## src/rtl/mosi_pkg.sv

```systemverilog
package mosi_pkg;

  typedef enum logic [4:0] {
    ST_NP, ST_I, ST_S, ST_O, ST_M,
    ST_IS_AD, ST_IM_AD, ST_SM_AD, ST_OM_A,
    ST_IS_A, ST_IM_A, ST_SM_A,
    ST_MI_A, ST_OI_A, ST_II_A,
    ST_IS_D, ST_IS_D_I,
    ST_IM_D, ST_IM_D_O, ST_IM_D_I, ST_IM_D_OI,
    ST_SM_D, ST_SM_D_O
  } line_st_e;

  typedef enum logic [1:0] {
    OP_LOAD = 2'd0, OP_IFETCH = 2'd1, OP_STORE = 2'd2, OP_EVICT = 2'd3
  } cpu_op_e;

  typedef enum logic [1:0] {
    BK_GETS = 2'd0, BK_GETI = 2'd1, BK_GETX = 2'd2, BK_PUTX = 2'd3
  } bus_kind_e;

  typedef enum logic [1:0] {
    PM_INVALID = 2'd0, PM_READ = 2'd1, PM_RW = 2'd2, PM_BUSY = 2'd3
  } perm_e;

  function automatic perm_e perm_of(line_st_e s);
    case (s)
      ST_NP, ST_I, ST_MI_A, ST_II_A: perm_of = PM_INVALID;
      ST_S, ST_O:                    perm_of = PM_READ;
      ST_M:                          perm_of = PM_RW;
      default:                       perm_of = PM_BUSY;
    endcase
  endfunction

  function automatic logic is_stable(line_st_e s);
    is_stable = (s == ST_NP) || (s == ST_I) || (s == ST_S) ||
                (s == ST_O) || (s == ST_M);
  endfunction

  function automatic logic is_read_kind(bus_kind_e k);
    is_read_kind = (k == BK_GETS) || (k == BK_GETI);
  endfunction

endpackage

```

## src/rtl/mosi_evt_arb.sv

```systemverilog
module mosi_evt_arb (
  input  logic clk,
  input  logic rst_n,
  input  logic snp_valid,
  input  logic dat_valid,
  input  logic cpu_valid,
  output logic snp_ready,
  output logic dat_ready,
  output logic cpu_ready,
  output logic snp_acc,
  output logic dat_acc,
  output logic cpu_acc
);
  // Fixed priority: address bus first, then data network, then processor.
  assign snp_ready = 1'b1;
  assign dat_ready = ~snp_valid;
  assign cpu_ready = ~snp_valid & ~dat_valid;

  assign snp_acc = snp_valid & snp_ready;
  assign dat_acc = dat_valid & dat_ready;
  assign cpu_acc = cpu_valid & cpu_ready;

  assert_one_event_R2: assert property (@(posedge clk) disable iff (!rst_n)
    $onehot0({snp_acc, dat_acc, cpu_acc}));

  assert_snoop_first_R2: assert property (@(posedge clk) disable iff (!rst_n)
    snp_valid |-> (!cpu_acc && !dat_acc));
endmodule

```

## src/rtl/mosi_txn_buf.sv

```systemverilog
module mosi_txn_buf #(
  parameter int DW      = 32,
  parameter int NODE_W  = 3,
  parameter int N_NODES = 1 << NODE_W
) (
  input  logic              clk,
  input  logic              rst_n,
  input  logic              cap_en,
  input  logic [DW-1:0]     cap_data,
  input  logic              st_en,
  input  logic [DW-1:0]     st_data,
  input  logic              fwd_add,
  input  logic [NODE_W-1:0] fwd_src,
  input  logic              fwd_clr,
  output logic [DW-1:0]     buf_data,
  output logic [DW-1:0]     st_data_q,
  output logic [N_NODES-1:0] fwd_mask
);
  always_ff @(posedge clk) begin
    if (!rst_n) begin
      buf_data  <= '0;
      st_data_q <= '0;
    end else begin
      if (cap_en) buf_data  <= cap_data;
      if (st_en)  st_data_q <= st_data;
    end
  end

  // One recording flop per possible requesting node.
  for (genvar n = 0; n < N_NODES; n++) begin : g_fwd
    always_ff @(posedge clk) begin
      if (!rst_n || fwd_clr)
        fwd_mask[n] <= 1'b0;
      else if (fwd_add && (fwd_src == NODE_W'(n)))
        fwd_mask[n] <= 1'b1;
    end
  end

  assert_fwd_record_R10: assert property (@(posedge clk) disable iff (!rst_n)
    (fwd_add && !fwd_clr) |=> fwd_mask[$past(fwd_src)]);
endmodule

```

## src/rtl/mosi_line_fsm.sv

```systemverilog
module mosi_line_fsm
  import mosi_pkg::*;
#(
  parameter int DW      = 32,
  parameter int NODE_W  = 3,
  parameter int N_NODES = 1 << NODE_W
) (
  input  logic               clk,
  input  logic               rst_n,
  input  logic               snp_acc,
  input  logic               snp_own,
  input  logic [1:0]         snp_kind,
  input  logic [NODE_W-1:0]  snp_src,
  input  logic               dat_acc,
  input  logic [DW-1:0]      dat_data,
  input  logic               cpu_acc,
  input  logic [1:0]         cpu_op,
  input  logic [DW-1:0]      cpu_wdata,
  input  logic [DW-1:0]      buf_data,
  input  logic [DW-1:0]      st_data_q,
  input  logic [N_NODES-1:0] fwd_mask,
  output logic               cap_en,
  output logic [DW-1:0]      cap_data,
  output logic               st_en,
  output logic               fwd_add,
  output logic               fwd_clr,
  output logic [1:0]         perm,
  output logic               req_valid,
  output logic [1:0]         req_kind,
  output logic [DW-1:0]      req_data,
  output logic               rsp_valid,
  output logic [N_NODES-1:0] rsp_dest,
  output logic [DW-1:0]      rsp_data,
  output logic               load_done,
  output logic [DW-1:0]      load_data,
  output logic               store_done,
  output logic               cpu_retry,
  output logic               proto_err
);
  localparam logic [N_NODES-1:0] ONE_HOT0 = {{(N_NODES-1){1'b0}}, 1'b1};

  line_st_e st_q, st_d;
  logic [DW-1:0] line_q;

  // Decoded events, kept as named wires for the checks below.
  bus_kind_e     kind;
  cpu_op_e       op;
  logic          ev_rd_other, ev_x_other, ev_own;
  logic [N_NODES-1:0] src_hot;

  assign kind        = bus_kind_e'(snp_kind);
  assign op          = cpu_op_e'(cpu_op);
  assign ev_own      = snp_acc & snp_own;
  assign ev_rd_other = snp_acc & ~snp_own & is_read_kind(kind);
  assign ev_x_other  = snp_acc & ~snp_own & (kind == BK_GETX);
  assign src_hot     = ONE_HOT0 << snp_src;

  logic              n_req, n_rsp, n_ld, n_st, n_retry, n_err, line_we;
  bus_kind_e         n_rk;
  logic [DW-1:0]     n_rd, n_rdat, n_ldd, line_wd;
  logic [N_NODES-1:0] n_dst;

  always_comb begin
    st_d = st_q;
    n_req = 1'b0; n_rk = BK_GETS; n_rd = '0;
    n_rsp = 1'b0; n_dst = '0; n_rdat = '0;
    n_ld = 1'b0; n_ldd = '0; n_st = 1'b0; n_retry = 1'b0; n_err = 1'b0;
    line_we = 1'b0; line_wd = '0;
    cap_en = 1'b0; cap_data = '0; st_en = 1'b0; fwd_add = 1'b0; fwd_clr = 1'b0;

    if (cpu_acc) begin
      if (!is_stable(st_q)) begin
        n_retry = 1'b1;
      end else begin
        case (st_q)
          ST_NP, ST_I: begin
            case (op)
              OP_LOAD:   begin n_req = 1'b1; n_rk = BK_GETS; st_d = ST_IS_AD; fwd_clr = 1'b1; end
              OP_IFETCH: begin n_req = 1'b1; n_rk = BK_GETI; st_d = ST_IS_AD; fwd_clr = 1'b1; end
              OP_STORE:  begin
                n_req = 1'b1; n_rk = BK_GETX; st_d = ST_IM_AD; st_en = 1'b1; fwd_clr = 1'b1;
              end
              OP_EVICT:  st_d = ST_NP;
            endcase
          end
          ST_S: begin
            case (op)
              OP_LOAD, OP_IFETCH: begin n_ld = 1'b1; n_ldd = line_q; end
              OP_STORE: begin
                n_req = 1'b1; n_rk = BK_GETX; st_d = ST_SM_AD; st_en = 1'b1; fwd_clr = 1'b1;
              end
              OP_EVICT: st_d = ST_NP;
            endcase
          end
          ST_O, ST_M: begin
            case (op)
              OP_LOAD, OP_IFETCH: begin n_ld = 1'b1; n_ldd = line_q; end
              OP_STORE: begin
                if (st_q == ST_M) begin
                  n_st = 1'b1; line_we = 1'b1; line_wd = cpu_wdata;
                end else begin
                  n_req = 1'b1; n_rk = BK_GETX; st_d = ST_OM_A; st_en = 1'b1; fwd_clr = 1'b1;
                end
              end
              OP_EVICT: begin
                n_req = 1'b1; n_rk = BK_PUTX; n_rd = line_q;
                cap_en = 1'b1; cap_data = line_q; fwd_clr = 1'b1;
                st_d = (st_q == ST_M) ? ST_MI_A : ST_OI_A;
              end
            endcase
          end
          default: ;
        endcase
      end
    end else if (dat_acc) begin
      case (st_q)
        ST_IS_AD: begin cap_en = 1'b1; cap_data = dat_data; st_d = ST_IS_A; end
        ST_IM_AD, ST_OM_A: begin cap_en = 1'b1; cap_data = dat_data; st_d = ST_IM_A; end
        ST_SM_AD: begin cap_en = 1'b1; cap_data = dat_data; st_d = ST_SM_A; end
        ST_IS_D, ST_IS_D_I: begin
          n_ld = 1'b1; n_ldd = dat_data; line_we = 1'b1; line_wd = dat_data;
          st_d = (st_q == ST_IS_D) ? ST_S : ST_I;
        end
        ST_IM_D, ST_SM_D: begin
          n_st = 1'b1; line_we = 1'b1; line_wd = st_data_q; st_d = ST_M;
        end
        ST_IM_D_O, ST_SM_D_O, ST_IM_D_I, ST_IM_D_OI: begin
          n_st = 1'b1; line_we = 1'b1; line_wd = st_data_q;
          n_rsp = 1'b1; n_dst = fwd_mask; n_rdat = st_data_q;
          st_d = ((st_q == ST_IM_D_O) || (st_q == ST_SM_D_O)) ? ST_O : ST_I;
        end
        default: n_err = 1'b1;
      endcase
    end else if (ev_own) begin
      case (st_q)
        ST_IS_AD: if (is_read_kind(kind)) st_d = ST_IS_D; else n_err = 1'b1;
        ST_IS_A: begin
          if (is_read_kind(kind)) begin
            n_ld = 1'b1; n_ldd = buf_data; line_we = 1'b1; line_wd = buf_data; st_d = ST_S;
          end else n_err = 1'b1;
        end
        ST_IM_AD: if (kind == BK_GETX) st_d = ST_IM_D; else n_err = 1'b1;
        ST_SM_AD: if (kind == BK_GETX) st_d = ST_SM_D; else n_err = 1'b1;
        ST_OM_A, ST_IM_A, ST_SM_A: begin
          if (kind == BK_GETX) begin
            n_st = 1'b1; line_we = 1'b1; line_wd = st_data_q; st_d = ST_M;
          end else n_err = 1'b1;
        end
        ST_MI_A, ST_OI_A, ST_II_A: if (kind == BK_PUTX) st_d = ST_I; else n_err = 1'b1;
        default: n_err = 1'b1;
      endcase
    end else if (ev_rd_other || ev_x_other) begin
      case (st_q)
        ST_S:     if (ev_x_other) st_d = ST_I;
        ST_O:     begin n_rsp = 1'b1; n_dst = src_hot; n_rdat = line_q; if (ev_x_other) st_d = ST_I; end
        ST_M:     begin n_rsp = 1'b1; n_dst = src_hot; n_rdat = line_q; st_d = ev_x_other ? ST_I : ST_O; end
        ST_OM_A:  begin n_rsp = 1'b1; n_dst = src_hot; n_rdat = line_q; if (ev_x_other) st_d = ST_IM_AD; end
        ST_SM_AD: if (ev_x_other) st_d = ST_IM_AD;
        ST_SM_A:  if (ev_x_other) st_d = ST_IM_A;
        ST_MI_A, ST_OI_A: begin
          n_rsp = 1'b1; n_dst = src_hot; n_rdat = buf_data; if (ev_x_other) st_d = ST_II_A;
        end
        ST_IS_D:   if (ev_x_other) st_d = ST_IS_D_I;
        ST_IM_D:   begin fwd_add = 1'b1; st_d = ev_x_other ? ST_IM_D_I : ST_IM_D_O; end
        ST_IM_D_O: begin fwd_add = 1'b1; if (ev_x_other) st_d = ST_IM_D_OI; end
        ST_SM_D:   begin fwd_add = 1'b1; st_d = ev_x_other ? ST_IM_D_I : ST_SM_D_O; end
        ST_SM_D_O: begin fwd_add = 1'b1; if (ev_x_other) st_d = ST_IM_D_OI; end
        default: ;
      endcase
    end
  end

  always_ff @(posedge clk) begin
    if (!rst_n) begin
      st_q <= ST_NP; line_q <= '0;
      req_valid <= 1'b0; req_kind <= '0; req_data <= '0;
      rsp_valid <= 1'b0; rsp_dest <= '0; rsp_data <= '0;
      load_done <= 1'b0; load_data <= '0; store_done <= 1'b0;
      cpu_retry <= 1'b0; proto_err <= 1'b0;
    end else begin
      st_q <= st_d;
      if (line_we) line_q <= line_wd;
      req_valid <= n_req; req_kind <= n_rk; req_data <= n_rd;
      rsp_valid <= n_rsp; rsp_dest <= n_dst; rsp_data <= n_rdat;
      load_done <= n_ld; load_data <= n_ldd; store_done <= n_st;
      cpu_retry <= n_retry;
      proto_err <= proto_err | n_err;
    end
  end

  assign perm = perm_of(st_q);

  assert_store_settles_R10: assert property (@(posedge clk) disable iff (!rst_n)
    store_done |-> (perm != PM_BUSY));
  assert_req_busy_R3: assert property (@(posedge clk) disable iff (!rst_n)
    (req_valid && req_kind != BK_PUTX) |-> (perm == PM_BUSY));
  assert_wb_no_write_R9: assert property (@(posedge clk) disable iff (!rst_n)
    (req_valid && req_kind == BK_PUTX) |-> (perm == PM_BUSY || perm == PM_INVALID));
  assert_done_exclusive_R4: assert property (@(posedge clk) disable iff (!rst_n)
    !(load_done && store_done));
  assert_err_sticky_R14: assert property (@(posedge clk) disable iff (!rst_n)
    proto_err |=> proto_err);
  assert_rsp_target_R10: assert property (@(posedge clk) disable iff (!rst_n)
    rsp_valid |-> (rsp_dest != '0));
  assert_retry_quiet_R12: assert property (@(posedge clk) disable iff (!rst_n)
    cpu_retry |-> (!req_valid && !load_done && !store_done));
endmodule

```

## src/rtl/mosi_line_ctrl.sv

```systemverilog
module mosi_line_ctrl #(
  parameter int DW      = 32,
  parameter int NODE_W  = 3,
  localparam int N_NODES = 1 << NODE_W
) (
  input  logic               clk,
  input  logic               rst_n,
  input  logic               cpu_valid,
  output logic               cpu_ready,
  input  logic [1:0]         cpu_op,
  input  logic [DW-1:0]      cpu_wdata,
  output logic               cpu_retry,
  output logic               load_done,
  output logic [DW-1:0]      load_data,
  output logic               store_done,
  input  logic               snp_valid,
  output logic               snp_ready,
  input  logic [1:0]         snp_kind,
  input  logic               snp_own,
  input  logic [NODE_W-1:0]  snp_src,
  input  logic               dat_valid,
  output logic               dat_ready,
  input  logic [DW-1:0]      dat_data,
  output logic               req_valid,
  output logic [1:0]         req_kind,
  output logic [DW-1:0]      req_data,
  output logic               rsp_valid,
  output logic [N_NODES-1:0] rsp_dest,
  output logic [DW-1:0]      rsp_data,
  output logic [1:0]         perm,
  output logic               proto_err
);
  logic snp_acc, dat_acc, cpu_acc;
  logic cap_en, st_en, fwd_add, fwd_clr;
  logic [DW-1:0] cap_data, buf_data, st_data_q;
  logic [N_NODES-1:0] fwd_mask;

  mosi_evt_arb u_arb (
    .clk(clk), .rst_n(rst_n),
    .snp_valid(snp_valid), .dat_valid(dat_valid), .cpu_valid(cpu_valid),
    .snp_ready(snp_ready), .dat_ready(dat_ready), .cpu_ready(cpu_ready),
    .snp_acc(snp_acc), .dat_acc(dat_acc), .cpu_acc(cpu_acc)
  );

  mosi_txn_buf #(.DW(DW), .NODE_W(NODE_W), .N_NODES(N_NODES)) u_buf (
    .clk(clk), .rst_n(rst_n),
    .cap_en(cap_en), .cap_data(cap_data),
    .st_en(st_en), .st_data(cpu_wdata),
    .fwd_add(fwd_add), .fwd_src(snp_src), .fwd_clr(fwd_clr),
    .buf_data(buf_data), .st_data_q(st_data_q), .fwd_mask(fwd_mask)
  );

  mosi_line_fsm #(.DW(DW), .NODE_W(NODE_W), .N_NODES(N_NODES)) u_fsm (
    .clk(clk), .rst_n(rst_n),
    .snp_acc(snp_acc), .snp_own(snp_own), .snp_kind(snp_kind), .snp_src(snp_src),
    .dat_acc(dat_acc), .dat_data(dat_data),
    .cpu_acc(cpu_acc), .cpu_op(cpu_op), .cpu_wdata(cpu_wdata),
    .buf_data(buf_data), .st_data_q(st_data_q), .fwd_mask(fwd_mask),
    .cap_en(cap_en), .cap_data(cap_data), .st_en(st_en),
    .fwd_add(fwd_add), .fwd_clr(fwd_clr), .perm(perm),
    .req_valid(req_valid), .req_kind(req_kind), .req_data(req_data),
    .rsp_valid(rsp_valid), .rsp_dest(rsp_dest), .rsp_data(rsp_data),
    .load_done(load_done), .load_data(load_data), .store_done(store_done),
    .cpu_retry(cpu_retry), .proto_err(proto_err)
  );
endmodule

```

## config.mk

```make
export PLATFORM = sky130hd
export DESIGN_NAME = mosi_line_ctrl
export DESIGN_NICKNAME = d
export VERILOG_FILES = /design/src/rtl/mosi_pkg.sv /design/src/rtl/mosi_evt_arb.sv /design/src/rtl/mosi_txn_buf.sv /design/src/rtl/mosi_line_fsm.sv /design/src/rtl/mosi_line_ctrl.sv
export SDC_FILE = /design/constraint.sdc
export NUM_CORES = 1
export LEC_CHECK = 0
export BUFFER_PORTS_ARGS = -buffer_cell sky130_fd_sc_hd__buf_2
export CAP_MARGIN = 10
export CORE_MARGIN = 3
export CORE_UTILIZATION = 39
export CTS_BUF_LIST = sky130_fd_sc_hd__clkbuf_16
export CTS_CLUSTER_SIZE = 10
export DETAILED_ROUTE_END_ITERATION = 8
export SYNTH_ARGS = -nofsm -noshare
export SYNTH_HDL_FRONTEND = slang
export SYNTH_SLANG_ARGS = --single-unit
```

## constraint.sdc

```tcl
create_clock -name clk -period 4.2 [get_ports clk]
set_input_delay 0.84 -clock clk [delete_from_list [all_inputs] [get_ports clk]]
set_output_delay 0.84 -clock clk [all_outputs]
set_load 0.02 [all_outputs]
```

==> flow_summary.json, run 1 <==
{
  "status": "completed",
  "finalCritPeriodShare_pct": 74.33,
  "drt_iter0_drc": 1060,
  "synth_seq_cells": 221,
  "n_antenna_cell": 0,
  "p_per_area_nw_per_um2": 403.2,
  "die_h_um": 160.9,
  "viasPerCell": 5.747,
  "area_delta_synth_final_pct": 20.50,
  "synth_top_family_by_area": "compound AO/OA/AOI/OAI gates",
  "vias": 9023,
  "clock_latency_ns": 0.53,
  "grt_remaining_overflow": 0,
  "root_buffer": "clkbuf_16",
  "fin_skew_ns": 0.01053,
  "htreeDepth": 1,
  "ys_types": 75,
  "globalplace.congestion": 0.9432,
  "avgSynthCellArea_um2": 8.500,
  "drc": 0,
  "grt_usage_pct": 23.11,
  "clockBufferDepth": 3,
  "cts_buffers": 27,
  "synthSimpleGateAreaFrac_pct": 18.44,
  "synth_compound_area_share_pct": 27.63,
  "finalPower_uw": 4547,
  "yosysWarnings": 0,
  "seq_area_frac_synth_pct": 47.27,
  "maxCapViolations": 0,
  "portBuffers": 192,
  "synth_fa_ha_area_share_pct": 0,
  "async_flop_share_pct": 0,
  "grt_max_degree": 49,
  "layout.cells.non_filler": 1570,
  "layout_common_cells": "dfxtp_1 (221), nand2_1 (203), buf_2 (192)",
  "wire_per_inst_um": 19.89,
  "power.leakage_uw": 0.004432,
  "setup-tns-final_ns": 0,
  "grt_pass1_vias": 8575,
  "cp.arrival_ns": 2.28,
  "dieArea_um2": 25890,
  "hp-class": "flip-flop to flip-flop",
  "first_pass_iters": 8,
  "layout-drive-gt1-share_pct": 22.30,
  "critPathKind": "flip-flop to output port",
  "synthFlopType": "dfxtp_1",
  "cp_cell_sequence": "nand2_1, nand4_1, buf_2",
  "final_common_cell": "dfxtp_1",
  "worst_pin_slew_ns": 1.143,
  "synthXorXnorAreaFrac_pct": 0.2807,
  "cp-start-kind": "flip-flop",
  "ir_worst_vdd_v": 0.0002648,
  "post_cts_buffers": 0,
  "synthCells": 1101,
  "clkSinkCount": 221,
  "ios": 194,
  "nNetsFinal": 1322,
  "initial_core_util_pct": 39.75,
  "holdBufCountCts": 0,
  "cp_max_fo": 33,
  "clk_pin_slew_worst_paths_ns": 0.05,
  "dp_hpwl_um": 20060,
  "dp_cells": 1535,
  "ant_nets": 0,
  "cp_slowest_stage_delay_ns": 1.07,
  "setup-violations-final": 0,
  "final_max_slew_viol_count": 0,
  "final-hold-violation-count": 0,
  "synth_enable_flop_cells": 0,
  "antenna_found_initial": 1,
  "grt_pass1_wl_um": 48360,
  "cp_slowest_cell": "dfxtp_1",
  "crit_path_end_kind": "output port",
  "synth.mux.area_fraction_pct": 1.110,
  "rsz0062_at_grt": "false",
  "max_slew_margin_pct": 23.70,
  "syn-cell-area_um2": 9359,
  "finalWirelength_um": 31230,
  "cts_tree": "done",
  "core_um2": 23540,
  "syn_nets": 1178,
  "rows": 56,
  "min_period_ns": 3.122,
  "cts_resized": 0,
  "die_w_um": 160.9,
  "required_ns": 3.36,
  "fmax_mhz": 320.3
}
==> stage by stage <==
step           utilization (%)  hold slack (ns)  setup slack [ns]  area (um^2)
4_1_cts                  47.90           0.4639             1.108        11280
3_5_place_dp             44.85           0.4532             1.120        10560
3_3_place_gp             44.85           0.4492             1.142        10560
5_1_grt                  47.90           0.4773            0.9393        11280
6_report                 47.90           0.4538             1.078        11280
2_1_floorplan                -           0.4358             1.600         9359
==> synthesized netlist by cell type, types with 2 or more instances <==
cell type / instances / area share [%]
a211o_1: 2 / 0.19
a211oi_1: 7 / 0.56
a21oi_1: 113 / 6.0
a221o_1: 22 / 2.4
a22o_1: 32 / 3.0
a22oi_1: 101 / 8.1
a31oi_1: 3 / 0.20
a32oi_1: 4 / 0.37
a41oi_1: 11 / 1.0
and2_1: 3 / 0.20
and3_1: 37 / 2.5
buf_1: 3 / 0.12
buf_2: 30 / 1.6
buf_4: 6 / 0.48
buf_6: 2 / 0.24
clkbuf_1: 61 / 2.4
clkinv_1: 2 / 0.080
dfxtp_1: 221 / 47
inv_1: 5 / 0.20
mux2_2: 3 / 0.36
mux2i_1: 7 / 0.75
nand2_1: 204 / 8.2
nand2b_1: 13 / 0.87
nand3_1: 7 / 0.37
nand3b_1: 4 / 0.32
nand4_1: 4 / 0.27
nand4b_1: 2 / 0.19
nor2_1: 68 / 2.7
nor2b_1: 8 / 0.53
nor3_1: 9 / 0.48
nor4_1: 4 / 0.27
o21a_1: 6 / 0.48
o21ai_0: 43 / 2.3
o21ai_1: 2 / 0.11
o21bai_1: 2 / 0.16
o221ai_1: 2 / 0.19
o22ai_1: 3 / 0.20
o31ai_1: 3 / 0.24
o32ai_1: 3 / 0.28
or2_2: 3 / 0.20
xor2_1: 2 / 0.19
==> worst paths after layout <==
| kind | start | end | slack, ns | cells after the start |
|---|---|---|---|---|
| setup / recovery | u_fsm.st_q[0]$_SDFFE_PN0P_ | perm[0] | 1.08 | 3 |
| hold / removal | u_buf.fwd_mask[7]$_SDFFE_PP0P_ | u_fsm.rsp_dest[7]$_SDFF_PP0_ | 0.45 | 2 |
| setup reg to reg | u_fsm.st_q[0]$_SDFFE_PN0P_ | u_fsm.line_q[24]$_SDFFE_PN0P_ | 1.13 | 7 |
| hold reg to reg | u_buf.fwd_mask[7]$_SDFFE_PP0P_ | u_fsm.rsp_dest[7]$_SDFF_PP0_ | 0.45 | 2 |
==> layer usage <==
| layer | part of all wire (%) | track usage, % |
|---|---|---|
| met5 | 0.035 | 0 |
| met4 | 2.5 | 6.727 |
| met3 | 7.9 | 3.559 |
| met2 | 45 | 36.20 |
| met1 | 44 | 33.06 |
==> flip-flops by register name (all words and copies together) (netlist names) <==
| signal | count |
|---|---|
| u_fsm.rsp_data | 32 |
| u_fsm.line_q | 32 |
| u_fsm.store_done | 1 |
| u_fsm.rsp_dest | 8 |
| u_buf.fwd_mask | 8 |
| u_fsm.cpu_retry | 1 |
| u_buf.st_data_q | 32 |
| u_fsm.proto_err | 1 |
| u_buf.buf_data | 32 |
| u_fsm.load_done | 1 |
| u_fsm.req_data | 32 |
| u_fsm.req_kind | 2 |
| u_fsm.rsp_valid | 1 |
| u_fsm.st_q | 5 |
| u_fsm.load_data | 32 |
| u_fsm.req_valid | 1 |
==> layout make-up <==
type	count	area, um^2
clock buffers	27	675.6
clock inverters	8	42.54
fillers	2318	12270
inverters	7	27.53
multi-input cells	770	4527
flip-flops and latches	221	4424
well taps	319	399.1
repair buffers	218	1181
==> kinds of logic (layout without fill, tap and decap cells) <==
group | count (synthesis) | in the layout
AO/OA/AOI/OAI | 377 | 377
XOR/XNOR | 3 | 3
buffers and inverters | 110 | 260
flip-flops | 221 | 221
multiplexers | 10 | 10
other | 1 | 1
AND/OR/NAND/NOR | 379 | 379
==> power by group <==
part	total (uW)	internal, uW	switching [uW]
clock	1970	1140	837
combinational	419	134	285
sequential	2160	2120	37.6
==> critical path, delay by kind of cell (launching register included) <==
family                 cells  cell delay, ns
DFF                        1            1.07
and+or+nand+nor            2            0.48
buffers and inverters      1            0.19
No activity file was read; power rests on OpenSTA's default activity.
==> run 2, diff against run 1 <==
==> constraint.sdc (replaced) <==
create_clock -name clk -period 3.2 [get_ports clk]
set_input_delay 0.64 -clock clk [delete_from_list [all_inputs] [get_ports clk]]
set_output_delay 0.64 -clock clk [all_outputs]
set_load 0.02 [all_outputs]
==> flow_summary.json, run 2 (same netlist as run 1, synthesis figures left out) <==
{
  "cp.arrival_ns": 3.18,
  "grt_remaining_overflow": 0,
  "post_cts_buffers": 0,
  "die_w_um": 160.9,
  "layout_common_cells": "dfxtp_1 (221), nand2_1 (203), buf_2 (192)",
  "status": "completed",
  "fin_skew_ns": 0.01863,
  "vias": 9065,
  "grt_pass1_vias": 8784,
  "layout-drive-gt1-share_pct": 23.21,
  "clkSinkCount": 221,
  "grt_max_degree": 65,
  "nNetsFinal": 1340,
  "die_h_um": 160.9,
  "first_pass_iters": 6,
  "initial_core_util_pct": 39.75,
  "root_buffer": "clkbuf_16",
  "maxCapViolations": 0,
  "layout.cells.non_filler": 1590,
  "drc": 0,
  "clk_pin_slew_worst_paths_ns": 0.06,
  "globalplace.congestion": 0.9430,
  "finalCritPeriodShare_pct": 86.41,
  "clockBufferDepth": 3,
  "power.leakage_uw": 0.004543,
  "ir_worst_vdd_v": 0.0002942,
  "dieArea_um2": 25890,
  "critPathKind": "flip-flop to flip-flop",
  "clock_latency_ns": 0.54,
  "n_antenna_cell": 0,
  "final-hold-violation-count": 0,
  "fin_area_um2": 11450,
  "rows": 56,
  "portBuffers": 192,
  "core_um2": 23540,
  "final_max_slew_viol_count": 0,
  "sequentialPowerShare_pct": 46.7,
  "min_period_ns": 2.765,
  "worst_pin_slew_ns": 0.9828,
  "hp-class": "primary input to flip-flop",
  "num-fill-cells": 2310,
  "fin_ws_ns": 0.4349,
  "cts_buffers": 27,
  "combPwrFrac_pct": 9.8,
  "area_delta_synth_final_pct": 22.38,
  "setup-violations-final": 0,
  "grt_usage_pct": 23.72,
  "placed_cell_area_um2": 10720,
  "pre_cts_ws_ns": 0.4969,
  "grt_pass1_wl_um": 49620,
  "cp_max_fo": 34,
  "required_ns": 3.61,
  "cp-start-kind": "flip-flop",
  "dp_hpwl_um": 20660,
  "internal_power_uw": 4476,
  "p_per_area_nw_per_um2": 526.7,
  "max_slew_margin_pct": 34.33,
  "ios": 194,
  "final_common_cell": "dfxtp_1",
  "cts_tree": "done",
  "ant_nets": 0,
  "fmax_mhz": 361.7,
  "antenna_found_initial": 1,
  "wire_per_inst_um": 20.09,
  "crit_path_end_kind": "flip-flop",
  "pwr-share-clk_pct": 43.5,
  "htreeDepth": 1,
  "fin_util_pct": 48.65,
  "viasPerCell": 5.701,
  "setup-tns-final_ns": 0,
  "cts_resized": 0,
  "p_switching_uw": 1557,
  "rsz0062_at_grt": "false",
  "dp_cells": 1553,
  "holdBufCountCts": 0,
  "finalWirelength_um": 31940,
  "drt_iter0_drc": 930,
  "p_sw_share_pct": 25.81
}
run 2: layout make-up:
cell class | count | area, um^2 | share of cell area [%]
clock buffer | 27 | 675.6 | 5.899
clock inverter | 10 | 58.81 | 0.5134
inverter | 7 | 27.53 | 0.2403
multi-input combinational | 770 | 4527 | 39.52
sequential | 221 | 4424 | 38.63
tap | 319 | 399.1 | 3.485
timing repair buffer | 236 | 1341 | 11.71
run 2: path summary, 6_finish.rpt:
path                                  start  slack, ns                              end  depth (start not counted)
max              u_fsm.st_q[3]$_SDFFE_PN0P_       0.43     u_fsm.line_q[9]$_SDFFE_PN0P_                          7
min                            cpu_wdata[0]       0.35  u_buf.st_data_q[0]$_SDFFE_PN0P_                          3
max reg2reg      u_fsm.st_q[3]$_SDFFE_PN0P_       0.43     u_fsm.line_q[9]$_SDFFE_PN0P_                          7
min reg2reg  u_buf.fwd_mask[3]$_SDFFE_PP0P_       0.46     u_fsm.rsp_dest[3]$_SDFF_PP0_                          2
run 2: through the flow:
step | total power, uW | hold WS, ns
6_report | 6033 | 0.3540
5_1_grt | 6263 | 0.3413
4_1_cts | 6085 | 0.3310
3_5_place_dp | 3456 | 0.4516
3_3_place_gp | 3460 | 0.4444
2_1_floorplan | 3206 | 0.4358
run 2: per-layer routing:
| layer | part of all wire [%] | up-vias | global-route usage, % |
|---|---|---|---|
| li1 | - | 4308 | - |
| met2 | 45 | 433 | 37.40 |
| met3 | 7.8 | 55 | 4.050 |
| met1 | 45 | 4267 | 33.46 |
| met5 | 0.047 | - | 0 |
| met4 | 2.2 | 2 | 7.000 |
run 2: critical path: stages, from the launching register on:
cell and delay (ns):
dfxtp_1 0.77, nand2b_1 0.24, or3_1 0.46, nor4_4 0.20, buf_12 0.27, nor4_2 0.08
and2_4 0.27, a221o_1 0.33
run 2: power by group through the flow:
stage	combinational [uW]	clock, uW	sequential [uW]
after global placement	586	0	2870
after detailed placement	583	0	2870
after CTS	585	2690	2810
final	592	2620	2820
after floorplan	348	0	2860
after global routing	637	2810	2820
